**src/rtl/dbr_regs_pkg.sv**
```systemverilog
`timescale 1ns/1ps
package dbr_regs_pkg;

   typedef enum logic [2:0] {
      IDX_CTRL    = 3'd0,
      IDX_LEN     = 3'd1,
      IDX_STRIDE  = 3'd2,
      IDX_ADDR_HI = 3'd3,
      IDX_ADDR_LO = 3'd4,
      IDX_FSIZE   = 3'd5
   } reg_idx_e;

   localparam int CTRL_W = 13;

   // Field order is the bit order software writes (MSB first).
   typedef struct packed {
      logic [5:0] dtype;
      logic [1:0] vchan;
      logic       auto_arm;
      logic       force_off;
      logic [1:0] mode;
      logic       dma_en;
   } ctrl_t;

endpackage

```
**src/rtl/dbr_shadow_file.sv**
```systemverilog
`timescale 1ns/1ps
module dbr_shadow_file
   import dbr_regs_pkg::*;
#(
   parameter int LEN_W    = 28,
   parameter int STRIDE_W = 20,
   parameter int HI_W     = 12,
   localparam int SET_W   = 32 + CTRL_W + LEN_W + STRIDE_W + HI_W + 32
)(
   input  logic             clk,
   input  logic             rst_n,
   input  logic             wr_en,
   input  logic [2:0]       wr_idx,
   input  logic [31:0]      wr_data,
   input  logic [2:0]       rd_idx,
   output logic [31:0]      rd_data,
   output logic             commit,
   output logic [SET_W-1:0] snap
);

   logic [CTRL_W-1:0]   ctrl_q;
   logic [LEN_W-1:0]    len_q;
   logic [STRIDE_W-1:0] stride_q;
   logic [HI_W-1:0]     hi_q;
   logic [31:0]         lo_q;
   logic [31:0]         fsize_q;

   always_ff @(posedge clk) begin
      if (!rst_n) begin
         ctrl_q   <= '0;
         len_q    <= '0;
         stride_q <= '0;
         hi_q     <= '0;
         lo_q     <= '0;
         fsize_q  <= '0;
      end else if (wr_en) begin
         case (reg_idx_e'(wr_idx))
            IDX_CTRL:    ctrl_q   <= wr_data[CTRL_W-1:0];
            IDX_LEN:     len_q    <= wr_data[LEN_W-1:0];
            IDX_STRIDE:  stride_q <= wr_data[STRIDE_W-1:0];
            IDX_ADDR_HI: hi_q     <= wr_data[HI_W-1:0];
            IDX_ADDR_LO: lo_q     <= wr_data;
            IDX_FSIZE:   fsize_q  <= wr_data;
            default: ;
         endcase
      end
   end

   assign commit = wr_en && (wr_idx == IDX_ADDR_LO);

   // The low word comes straight from the bus so the commit sees it this cycle.
   assign snap = {fsize_q, ctrl_q, len_q, stride_q, hi_q, wr_data};

   always_comb begin
      case (reg_idx_e'(rd_idx))
         IDX_CTRL:    rd_data = 32'(ctrl_q);
         IDX_LEN:     rd_data = 32'(len_q);
         IDX_STRIDE:  rd_data = 32'(stride_q);
         IDX_ADDR_HI: rd_data = 32'(hi_q);
         IDX_ADDR_LO: rd_data = lo_q;
         IDX_FSIZE:   rd_data = fsize_q;
         default:     rd_data = '0;
      endcase
   end

   // only the low address word may raise the commit
   assert_only_lo_commits_R2: assert property (@(posedge clk) disable iff (!rst_n)
      (wr_en && wr_idx != IDX_ADDR_LO) |-> !commit);

   // a length write is visible on read-back one cycle later
   assert_len_readback_R3: assert property (@(posedge clk) disable iff (!rst_n)
      (wr_en && wr_idx == IDX_LEN && rd_idx == IDX_LEN) |=>
         (rd_data == 32'($past(wr_data[LEN_W-1:0]))));

endmodule

```
**src/rtl/dbr_commit_seq.sv**
```systemverilog
`timescale 1ns/1ps
module dbr_commit_seq #(
   parameter int SET_W = 141
)(
   input  logic             clk,
   input  logic             rst_n,
   input  logic             commit,
   input  logic [SET_W-1:0] snap,
   input  logic             snap_force,
   input  logic             frame_start,
   input  logic             frame_end,
   input  logic             act_auto,
   output logic [SET_W-1:0] act_set,
   output logic             armed
);

   logic             in_frame;
   logic             pend;
   logic [SET_W-1:0] staged;
   logic             take_now;

   // A commit goes through at once unless a frame is running and no strobe or force applies.
   assign take_now = commit && (!in_frame || frame_start || frame_end || snap_force);

   always_ff @(posedge clk) begin
      if (!rst_n) begin
         in_frame <= 1'b0;
         pend     <= 1'b0;
         staged   <= '0;
         act_set  <= '0;
         armed    <= 1'b0;
      end else begin
         if (frame_start)    in_frame <= 1'b1;
         else if (frame_end) in_frame <= 1'b0;

         if (take_now) begin
            act_set <= snap;
            armed   <= 1'b1;
            pend    <= 1'b0;
         end else if (commit) begin
            staged <= snap;
            pend   <= 1'b1;
         end else if (frame_start && pend) begin
            act_set <= staged;
            armed   <= 1'b1;
            pend    <= 1'b0;
         end else if (frame_end && !act_auto) begin
            armed <= 1'b0;
         end
      end
   end

   assert_idle_commit_R4: assert property (@(posedge clk) disable iff (!rst_n)
      (commit && !in_frame) |=> (act_set == $past(snap)));

   assert_mid_frame_hold_R5: assert property (@(posedge clk) disable iff (!rst_n)
      (commit && in_frame && !frame_start && !frame_end && !snap_force) |=> $stable(act_set));

   assert_force_now_R6: assert property (@(posedge clk) disable iff (!rst_n)
      (commit && snap_force) |=> (act_set == $past(snap)));

   assert_disarm_R7: assert property (@(posedge clk) disable iff (!rst_n)
      (frame_end && !frame_start && !commit && !act_auto) |=> !armed);

   assert_keep_armed_R8: assert property (@(posedge clk) disable iff (!rst_n)
      (frame_end && armed && act_auto) |=> armed);

   assert_strobe_commit_R12: assert property (@(posedge clk) disable iff (!rst_n)
      (commit && (frame_start || frame_end)) |=> (armed && act_set == $past(snap)));

endmodule

```
**src/rtl/dbr_dma_chan_regs.sv**
```systemverilog
`timescale 1ns/1ps
module dbr_dma_chan_regs
   import dbr_regs_pkg::*;
#(
   parameter int BYTE_ADDR_W     = 48,
   parameter int UNIT_SHIFT      = 4,
   parameter int LEN_W           = 28,
   parameter int STRIDE_W        = 20,
   parameter bit ZERO_SIZE_MODE0 = 1'b1,
   localparam int ADDR_W         = BYTE_ADDR_W - UNIT_SHIFT
)(
   input  logic                clk,
   input  logic                rst_n,
   input  logic                wr_en,
   input  logic [2:0]          wr_idx,
   input  logic [31:0]         wr_data,
   input  logic [2:0]          rd_idx,
   output logic [31:0]         rd_data,
   input  logic                frame_start,
   input  logic                frame_end,
   output logic                ch_en,
   output logic [1:0]          act_mode,
   output logic [1:0]          act_vchan,
   output logic [5:0]          act_dtype,
   output logic                act_auto_arm,
   output logic [LEN_W-1:0]    act_len,
   output logic [STRIDE_W-1:0] act_stride,
   output logic [ADDR_W-1:0]   act_addr,
   output logic [15:0]         act_width,
   output logic [15:0]         act_height
);

   localparam int HI_W     = ADDR_W - 32;
   localparam int OFF_HI   = 32;
   localparam int OFF_STR  = OFF_HI + HI_W;
   localparam int OFF_LEN  = OFF_STR + STRIDE_W;
   localparam int OFF_CTRL = OFF_LEN + LEN_W;
   localparam int OFF_FSZ  = OFF_CTRL + CTRL_W;
   localparam int SET_W    = OFF_FSZ + 32;

   if (HI_W < 1 || HI_W > 32) begin : g_bad_addr
      $error("address width must leave 1..32 bits for the high word");
   end
   if (LEN_W < 1 || LEN_W > 32 || STRIDE_W < 1 || STRIDE_W > 32) begin : g_bad_len
      $error("length and stride widths must be 1..32");
   end

   logic             commit;
   logic [SET_W-1:0] snap;
   logic [SET_W-1:0] act_set;
   logic             armed;
   ctrl_t            snap_ctrl;
   ctrl_t            act_ctrl;
   logic [31:0]      act_fsize;
   logic             unused_force;

   dbr_shadow_file #(
      .LEN_W(LEN_W), .STRIDE_W(STRIDE_W), .HI_W(HI_W)
   ) u_shadow (
      .clk(clk), .rst_n(rst_n),
      .wr_en(wr_en), .wr_idx(wr_idx), .wr_data(wr_data),
      .rd_idx(rd_idx), .rd_data(rd_data),
      .commit(commit), .snap(snap)
   );

   assign snap_ctrl = ctrl_t'(snap[OFF_CTRL +: CTRL_W]);
   assign act_ctrl  = ctrl_t'(act_set[OFF_CTRL +: CTRL_W]);

   dbr_commit_seq #(.SET_W(SET_W)) u_seq (
      .clk(clk), .rst_n(rst_n),
      .commit(commit), .snap(snap), .snap_force(snap_ctrl.force_off),
      .frame_start(frame_start), .frame_end(frame_end),
      .act_auto(act_ctrl.auto_arm),
      .act_set(act_set), .armed(armed)
   );

   assign act_fsize    = act_set[OFF_FSZ +: 32];
   assign act_len      = act_set[OFF_LEN +: LEN_W];
   assign act_stride   = act_set[OFF_STR +: STRIDE_W];
   assign act_addr     = {act_set[OFF_HI +: HI_W], act_set[31:0]};
   assign act_width    = act_fsize[15:0];
   assign act_height   = act_fsize[31:16];
   assign act_vchan    = act_ctrl.vchan;
   assign act_dtype    = act_ctrl.dtype;
   assign act_auto_arm = act_ctrl.auto_arm;
   assign ch_en        = act_ctrl.dma_en && armed;
   assign unused_force = act_ctrl.force_off;

   if (ZERO_SIZE_MODE0) begin : g_mode_gated
      assign act_mode = (act_fsize == '0) ? 2'd0 : act_ctrl.mode;
   end else begin : g_mode_plain
      assign act_mode = act_ctrl.mode;
   end

   assert_enable_needs_arm_R7: assert property (@(posedge clk) disable iff (!rst_n)
      (frame_end && !frame_start && !commit && !act_auto_arm) |=> !ch_en);

   assert_addr_hold_R2: assert property (@(posedge clk) disable iff (!rst_n)
      (wr_en && wr_idx != IDX_ADDR_LO && !frame_start) |=> $stable(act_addr));

endmodule

```
**config.mk**
```make
export PLATFORM = sky130hd
export DESIGN_NAME = dbr_dma_chan_regs
export DESIGN_NICKNAME = d
export VERILOG_FILES = /design/src/rtl/dbr_regs_pkg.sv /design/src/rtl/dbr_shadow_file.sv /design/src/rtl/dbr_commit_seq.sv /design/src/rtl/dbr_dma_chan_regs.sv
export SDC_FILE = /design/constraint.sdc
export NUM_CORES = 1
export LEC_CHECK = 0
export BUFFER_PORTS_ARGS = -buffer_cell sky130_fd_sc_hd__buf_2
export CAP_MARGIN = 20
export CORE_MARGIN = 8
export CORE_UTILIZATION = 58
export DETAILED_ROUTE_END_ITERATION = 8
export MAX_ROUTING_LAYER = met4
export PLACE_DENSITY = 0.83
export SLEW_MARGIN = 20
export SYNTH_ARGS = -nofsm -noshare
export SYNTH_HDL_FRONTEND = slang
export SYNTH_SLANG_ARGS = --single-unit
```
**constraint.sdc**
```tcl
create_clock -name clk -period 2.1 [get_ports clk]
set_input_delay 0.105 -clock clk [delete_from_list [all_inputs] [get_ports clk]]
set_output_delay 0.105 -clock clk [all_outputs]
set_load 0.05 [all_outputs]
```
# Word level (Yosys, flattened, before mapping)
# Index checks and enable logic that the tools add are counted.
dict set report word_totals {
  reg_bits 414
  out_inout_bits 168
  elab_cells 64
}
dict set report op_classes {
  n_eq_ne 11
  muxes 13
  n_bitwise 2
  n_reduce_logical 27
}
# cell n
set op_table {}
lappend op_table {{two-way mux 137 bit} 3}
lappend op_table {{one-hot mux 32 bit (6 select lines)} 1}
lappend op_table {{zero test 32 bit} 1}
lappend op_table {{AND reduction 2 bit} 9}
lappend op_table {{== test 3 x 2 -> 1 bit (second input constant)} 4}
lappend op_table {{== test 3 bit (second input constant)} 4}
lappend op_table {{two-way mux 1 bit} 8}
lappend op_table {{== test 3 x 1 -> 1 bit (second input constant)} 2}
lappend op_table {{zero test 3 bit} 2}
lappend op_table {{nonzero test 2 bit} 3}
lappend op_table {{logical AND 1 bit} 5}
lappend op_table {{logical OR 1 bit} 3}
lappend op_table {{nonzero test 3 bit} 1}
lappend op_table {{zero test 1 bit} 2}
lappend op_table {{two-way mux 2 bit} 1}
lappend op_table {{!= test 2 bit (second input constant)} 1}
lappend op_table {{inverter 1 bit} 2}
lappend op_table {{OR reduction 2 bit} 1}

# Depth between registers and ports, before layout
dict set report logic_depth {
  ltp_word 7
  ltp_mapped 10
  ltp_nobuf 4
}

# By module
# From an unflattened synthesis, not the netlist that was laid out.
dict set report hier_totals {
  cells_unflattened 2214
  area_unflattened_um2 18476.5
}
# module n_inst cells_per_inst area_each_um2
set by_module_without_submodules {}
lappend by_module_without_submodules {dbr_commit_seq 1 1416 11792.6}
lappend by_module_without_submodules {dbr_shadow_file 1 785 6595.1}
lappend by_module_without_submodules {dbr_dma_chan_regs 1 13 88.8}

# Worst setup path after synthesis
# No wires, ideal clock.
dict set report synth_path {
  path_kind {in2out}
  start {input rd_idx[2]}
  end {output rd_data[13]}
  arrival_ns 2.249
  required_ns 1.995
  path_slack_ns -0.254
  cell_stages 5
  path_buffers 3
  path_cell_list {clkbuf_1 -> clkbuf_1 -> buf_1 -> a22oi_1 -> o21ai_0}
}
dict set report synth_via {
  elab_chain_cells 2
}
# element line
set synth_lines {}
lappend synth_lines {{from (decl)} dbr_dma_chan_regs.sv:17} ;# input logic [2:0] rd_idx,
lappend synth_lines {{== test 3 bit (tied with other cells)} dbr_shadow_file.sv:55} ;# case (reg_idx_e'(rd_idx))
lappend synth_lines {{one-hot mux 32 bit (6 select lines) *} dbr_shadow_file.sv:55}
lappend synth_lines {{to (decl)} dbr_dma_chan_regs.sv:18} ;# output logic [31:0] rd_data,
# Mark *: on every way between the ends. The rest lies on a longest branch, timed or not.

# Worst setup path in the final report
dict set report layout_path {
  start {register u_shadow.len_q[3]}
  end {output rd_data[3]}
}
dict set report layout_via {
  elab_chain_cells 1
}
# element line
set layout_lines {}
lappend layout_lines {{from (decl)} dbr_shadow_file.sv:22} ;# logic [LEN_W-1:0] len_q;
lappend layout_lines {{from (signal assigned)} dbr_shadow_file.sv:39} ;# IDX_LEN: len_q <= wr_data[LEN_W-1:0];
lappend layout_lines {{one-hot mux 32 bit (6 select lines)} dbr_shadow_file.sv:55}
# Every way passes these cells.

==> qor.csv <==
stage,metric,value,unit
setup_path,worst_ep_required_time,2.00,ns
timing,finalHoldViolations,0,
power,power.total,0.01585,W
route,drcViolationCount,0,
route,dr.pass1.iters,6,
route,wirelength,51180,um
logic_synthesis,synth_area,17080,um^2
floorplanning,pin_count,211,
setup_path,crit_buf_inv,1,
status,status,"finished, final reports clean",
clock_network,clockBufferDepth,3,
setup_path,r2r_cells,5,
timing,finalSetupViolCount,0,
finish,syn2layout_area_growth,11.25,%
timing,fin_skew,0.01473,ns
route,drtAntennaViolNets,0,
floorplanning,dieWidth,187.6,um
logic_synthesis,synth-seq-cells,412,
route,routed_via_density,6.094,
timing,hold_ws,0.1326,ns
logic_synthesis,ys_types,43,
finish,nFillCells,2355,
setup_path,crit_type,register to primary output,
setup_path,cp-start-kind,register,
clock_network,postCtsSetupBuffers,0,
power,p_leak,7.571,nW
floorplanning,die_h,187.6,um
setup_path,r2r-end,u_seq.act_set[56],
timing,fin_crit_sh,98.46,%
clock_network,cts_tree,built,
setup_path,cp-end-kind,primary output,
timing,finalCriticalPeriod,2.068,ns
logic_synthesis,syn_nets,2099,
setup_path,crit_path_cell_trace,"mux2_2, a22oi_1, o221ai_1, buf_2",
timing,slew_headroom,40.70,%
floorplanning,die_area,35190,um^2
power,p_sw,0.003704,W
clock_network,h-tree-depth,2,
grt,grt_max_degree,277,
floorplanning,start_util,58.24,%
timing,fmax,483.6,MHz
place,dpl_cell_area,17330,um^2
place,dp_hpwl,32760,um
power,p_seq_share,50.4,%
grt,overflow,0,
logic_synthesis,syn_area_per_cell,8.306,um^2
clock_network,clkLatencyLatePin,0.53,ns
power,irDropWorstVdd,0.5675,mV
power,power_frac_comb,6.0,%
setup_path,crit_path_top_delay_cell,dfxtp_1,
grt,grtUsageMet3,4.383,%
power,p_sw_share,23.37,%
logic_synthesis,ys_seq_area_share,48.30,%
clock_network,path_clk_slew,0.06,ns
finish,final_area,19000,um^2
setup_path,arrival,1.96,ns
route,wire_per_inst,20.55,um
place,gp_congestion,0.9243,
setup_path,regToRegSetupSlack,0.15,ns
grt,use_met2,42.31,%
min_path,hold_end,u_shadow.stride_q[16],
setup_path,critPathMaxStageDelay,0.47,ns
min_path,hold_path_startpoint,wr_en,
power,p_clk_share,43.6,%
place,portBuffers,210,
logic_synthesis,synth_cells,2056,
finish,postLayoutCoreUtil,64.79,%
route,vias,15179,
grt,grt_pass1_vias,13819,
timing,worstMarginPinSlew,0.8874,ns
clock_network,numCtsBuffers,41,
flow_run,max_cap_violations,0,
setup_path,critPathTopFamily,flip-flops,
grt,grt_use_total,27.91,%
logic_synthesis,synth-async-reset-ratio,0,%
setup_path,cp_max_fo,4,
floorplanning,design.core.area,29320,um^2
logic_synthesis,ys.flop_type,dfxtp_1,
logic_synthesis,synth_edf_count,0,
clock_network,clock_sinks,412,
power,p_int,0.01215,W
finish,nNetsFinal,2115,
timing,drv_slew,0,
clock_network,clk_root_buffer_cell,clkbuf_16,
floorplanning,row_count,63,
grt,use_met1,36.70,%
setup_path,crit-reg2reg-launch,u_shadow.ctrl_q[3],
grt,antenna_found_initial,0,
power,p_per_area,834.3,nW/um^2
min_path,worstHoldPathType,input port to register,
grt,grt_pass1_wl,78260,um
min_path,hold_depth,5,
grt,grt.busiest_layer,met2,
timing,rsz0062_at_grt,true,
finish,layout-drive-gt1-share,16.43,%
route,drtIter0Drc,1918,
logic_synthesis,synth_warnings,0,
[worst max path at each step]
stage,end,from,cells past startpoint,slack (ns)
final,rd_data[3],u_shadow.len_q[3],4,0.03
after global routing,act_mode[1],u_seq.act_set[135],5,-0.05
after CTS,act_mode[0],u_seq.act_set[127],5,0.02
after detailed placement,u_seq.act_set[70],wr_en,6,0.06
after global placement,u_seq.act_set[35],wr_en,6,0.11
after floorplan,rd_data[3],rd_idx[0],6,0.03
[area by class of cell]
class                      instances  area [um^2]  area share (%)
sequential                       412         8252           43.43
tap                              390        488.0           2.568
clock inverter                     8        67.56          0.3556
timing repair buffer             282         1862           9.799
antenna                            1        2.502         0.01317
multi-input combinational       1327         7112           37.43
clock buffer                      63         1179           6.203
inverter                           8        37.54          0.1976
[worst reg2reg max path, delay by kind of cell (launching register included)]
kind                   cells  cell delay (ns)
AO/OA/AOI/OAI              1             0.22
buffers and inverters      1             0.32
AND/OR/NAND/NOR            3             0.94
flip-flops                 1             0.41
[cell usage after synthesis, types with 2 or more instances]
library cell  number  area (um^2)
nor2b_1           10        62.56
o32ai_1            2        17.52
o22ai_1           10        62.56
buf_2             29        145.1
inv_1              7        26.28
mux2i_1           19        190.2
nor3b_1            2        15.01
and2_1             2        12.51
nor3_1             2        10.01
nand2_1          588         2207
buf_6              8        90.09
and3_1           105        656.9
a21oi_1          336         1682
nor2_1            22        82.58
nor4_1             8        50.05
buf_4            134         1006
nand4_1            2        12.51
mux2_2            17        191.4
buf_1             12        45.04
mux4_2             6        135.1
a22oi_1           23        172.7
nand3_1            3        15.01
o221ai_1           3        26.28
a221o_1          106         1061
a31oi_1            4        25.02
clkbuf_1         125        469.2
o21ai_0           39        195.2
nand2b_1           6        37.54
dfxtp_1          412         8248
[logic make-up (layout without fill, tap and decap cells)]
kind of cell    count (synthesis)  count (layout)  synth area share (%)
compound gates                524             524                 19.03
other cells                     0               1                     0
flops                         412             412                 48.30
simple gates                  761             761                 19.16
mux                            42              42                 3.026
buf+inv                       317             361                 10.48
[flip-flops by register name, summed over array words and instances, names as in the netlist]
name	cells
u_seq.act_set	136
u_seq.staged	136
u_shadow.fsize_q	32
u_shadow.lo_q	32
u_shadow.len_q	28
u_shadow.stride_q	20
u_shadow.ctrl_q	13
u_shadow.hi_q	12
u_seq.armed	1
u_seq.in_frame	1
u_seq.pend	1
[metrics by stage]
stage	setup TNS, ns	worst slack [ns]	instances
3_3_place_gp	0	0.1123	2384
4_1_cts	0	0.01921	2489
3_5_place_dp	0	0.05914	2384
2_1_floorplan	0	0.03290	2056
5_1_grt	-0.08401	-0.04660	2490
6_report	0	0.03230	2491
[power groups by stage]
stage / sequential, W / combinational, W / clock [W]
6_report: 0.00799 / 0.000952 / 0.00691
3_3_place_gp: 0.00815 / 0.000855 / 0
2_1_floorplan: 0.00812 / 0.000618 / 0
3_5_place_dp: 0.00816 / 0.000870 / 0
4_1_cts: 0.00798 / 0.000924 / 0.00692
5_1_grt: 0.00799 / 0.00100 / 0.00727
[placed cells by master, fill, tap and decap left out, types with 19 or more instances in the layout]
cell,instances
a21oi_1,336
clkbuf_16,41
buf_4,26
dlygate4sd3_1,34
nor2_1,20
mux2i_1,19
buf_2,207
a22oi_1,23
nand2_1,587
o21ai_0,34
a221o_1,106
and3_1,104
dfxtp_1,409
[what timing repair did]
item	CTS	global route
hold buffers	34	0
pin swaps	3	3
endpoints found under the hold margin	178	0
resized for setup	6	6
endpoints found under the setup margin	2	2
[routing by layer]
metal | vias to the layer above | routed length [um]
met1 | 7204 | 20580
met4 | 0 | 2400
met5 | - | 0
met2 | 875 | 23290
li1 | 6949 | -
met3 | 151 | 4911
(Power assumes the default switching activity.)
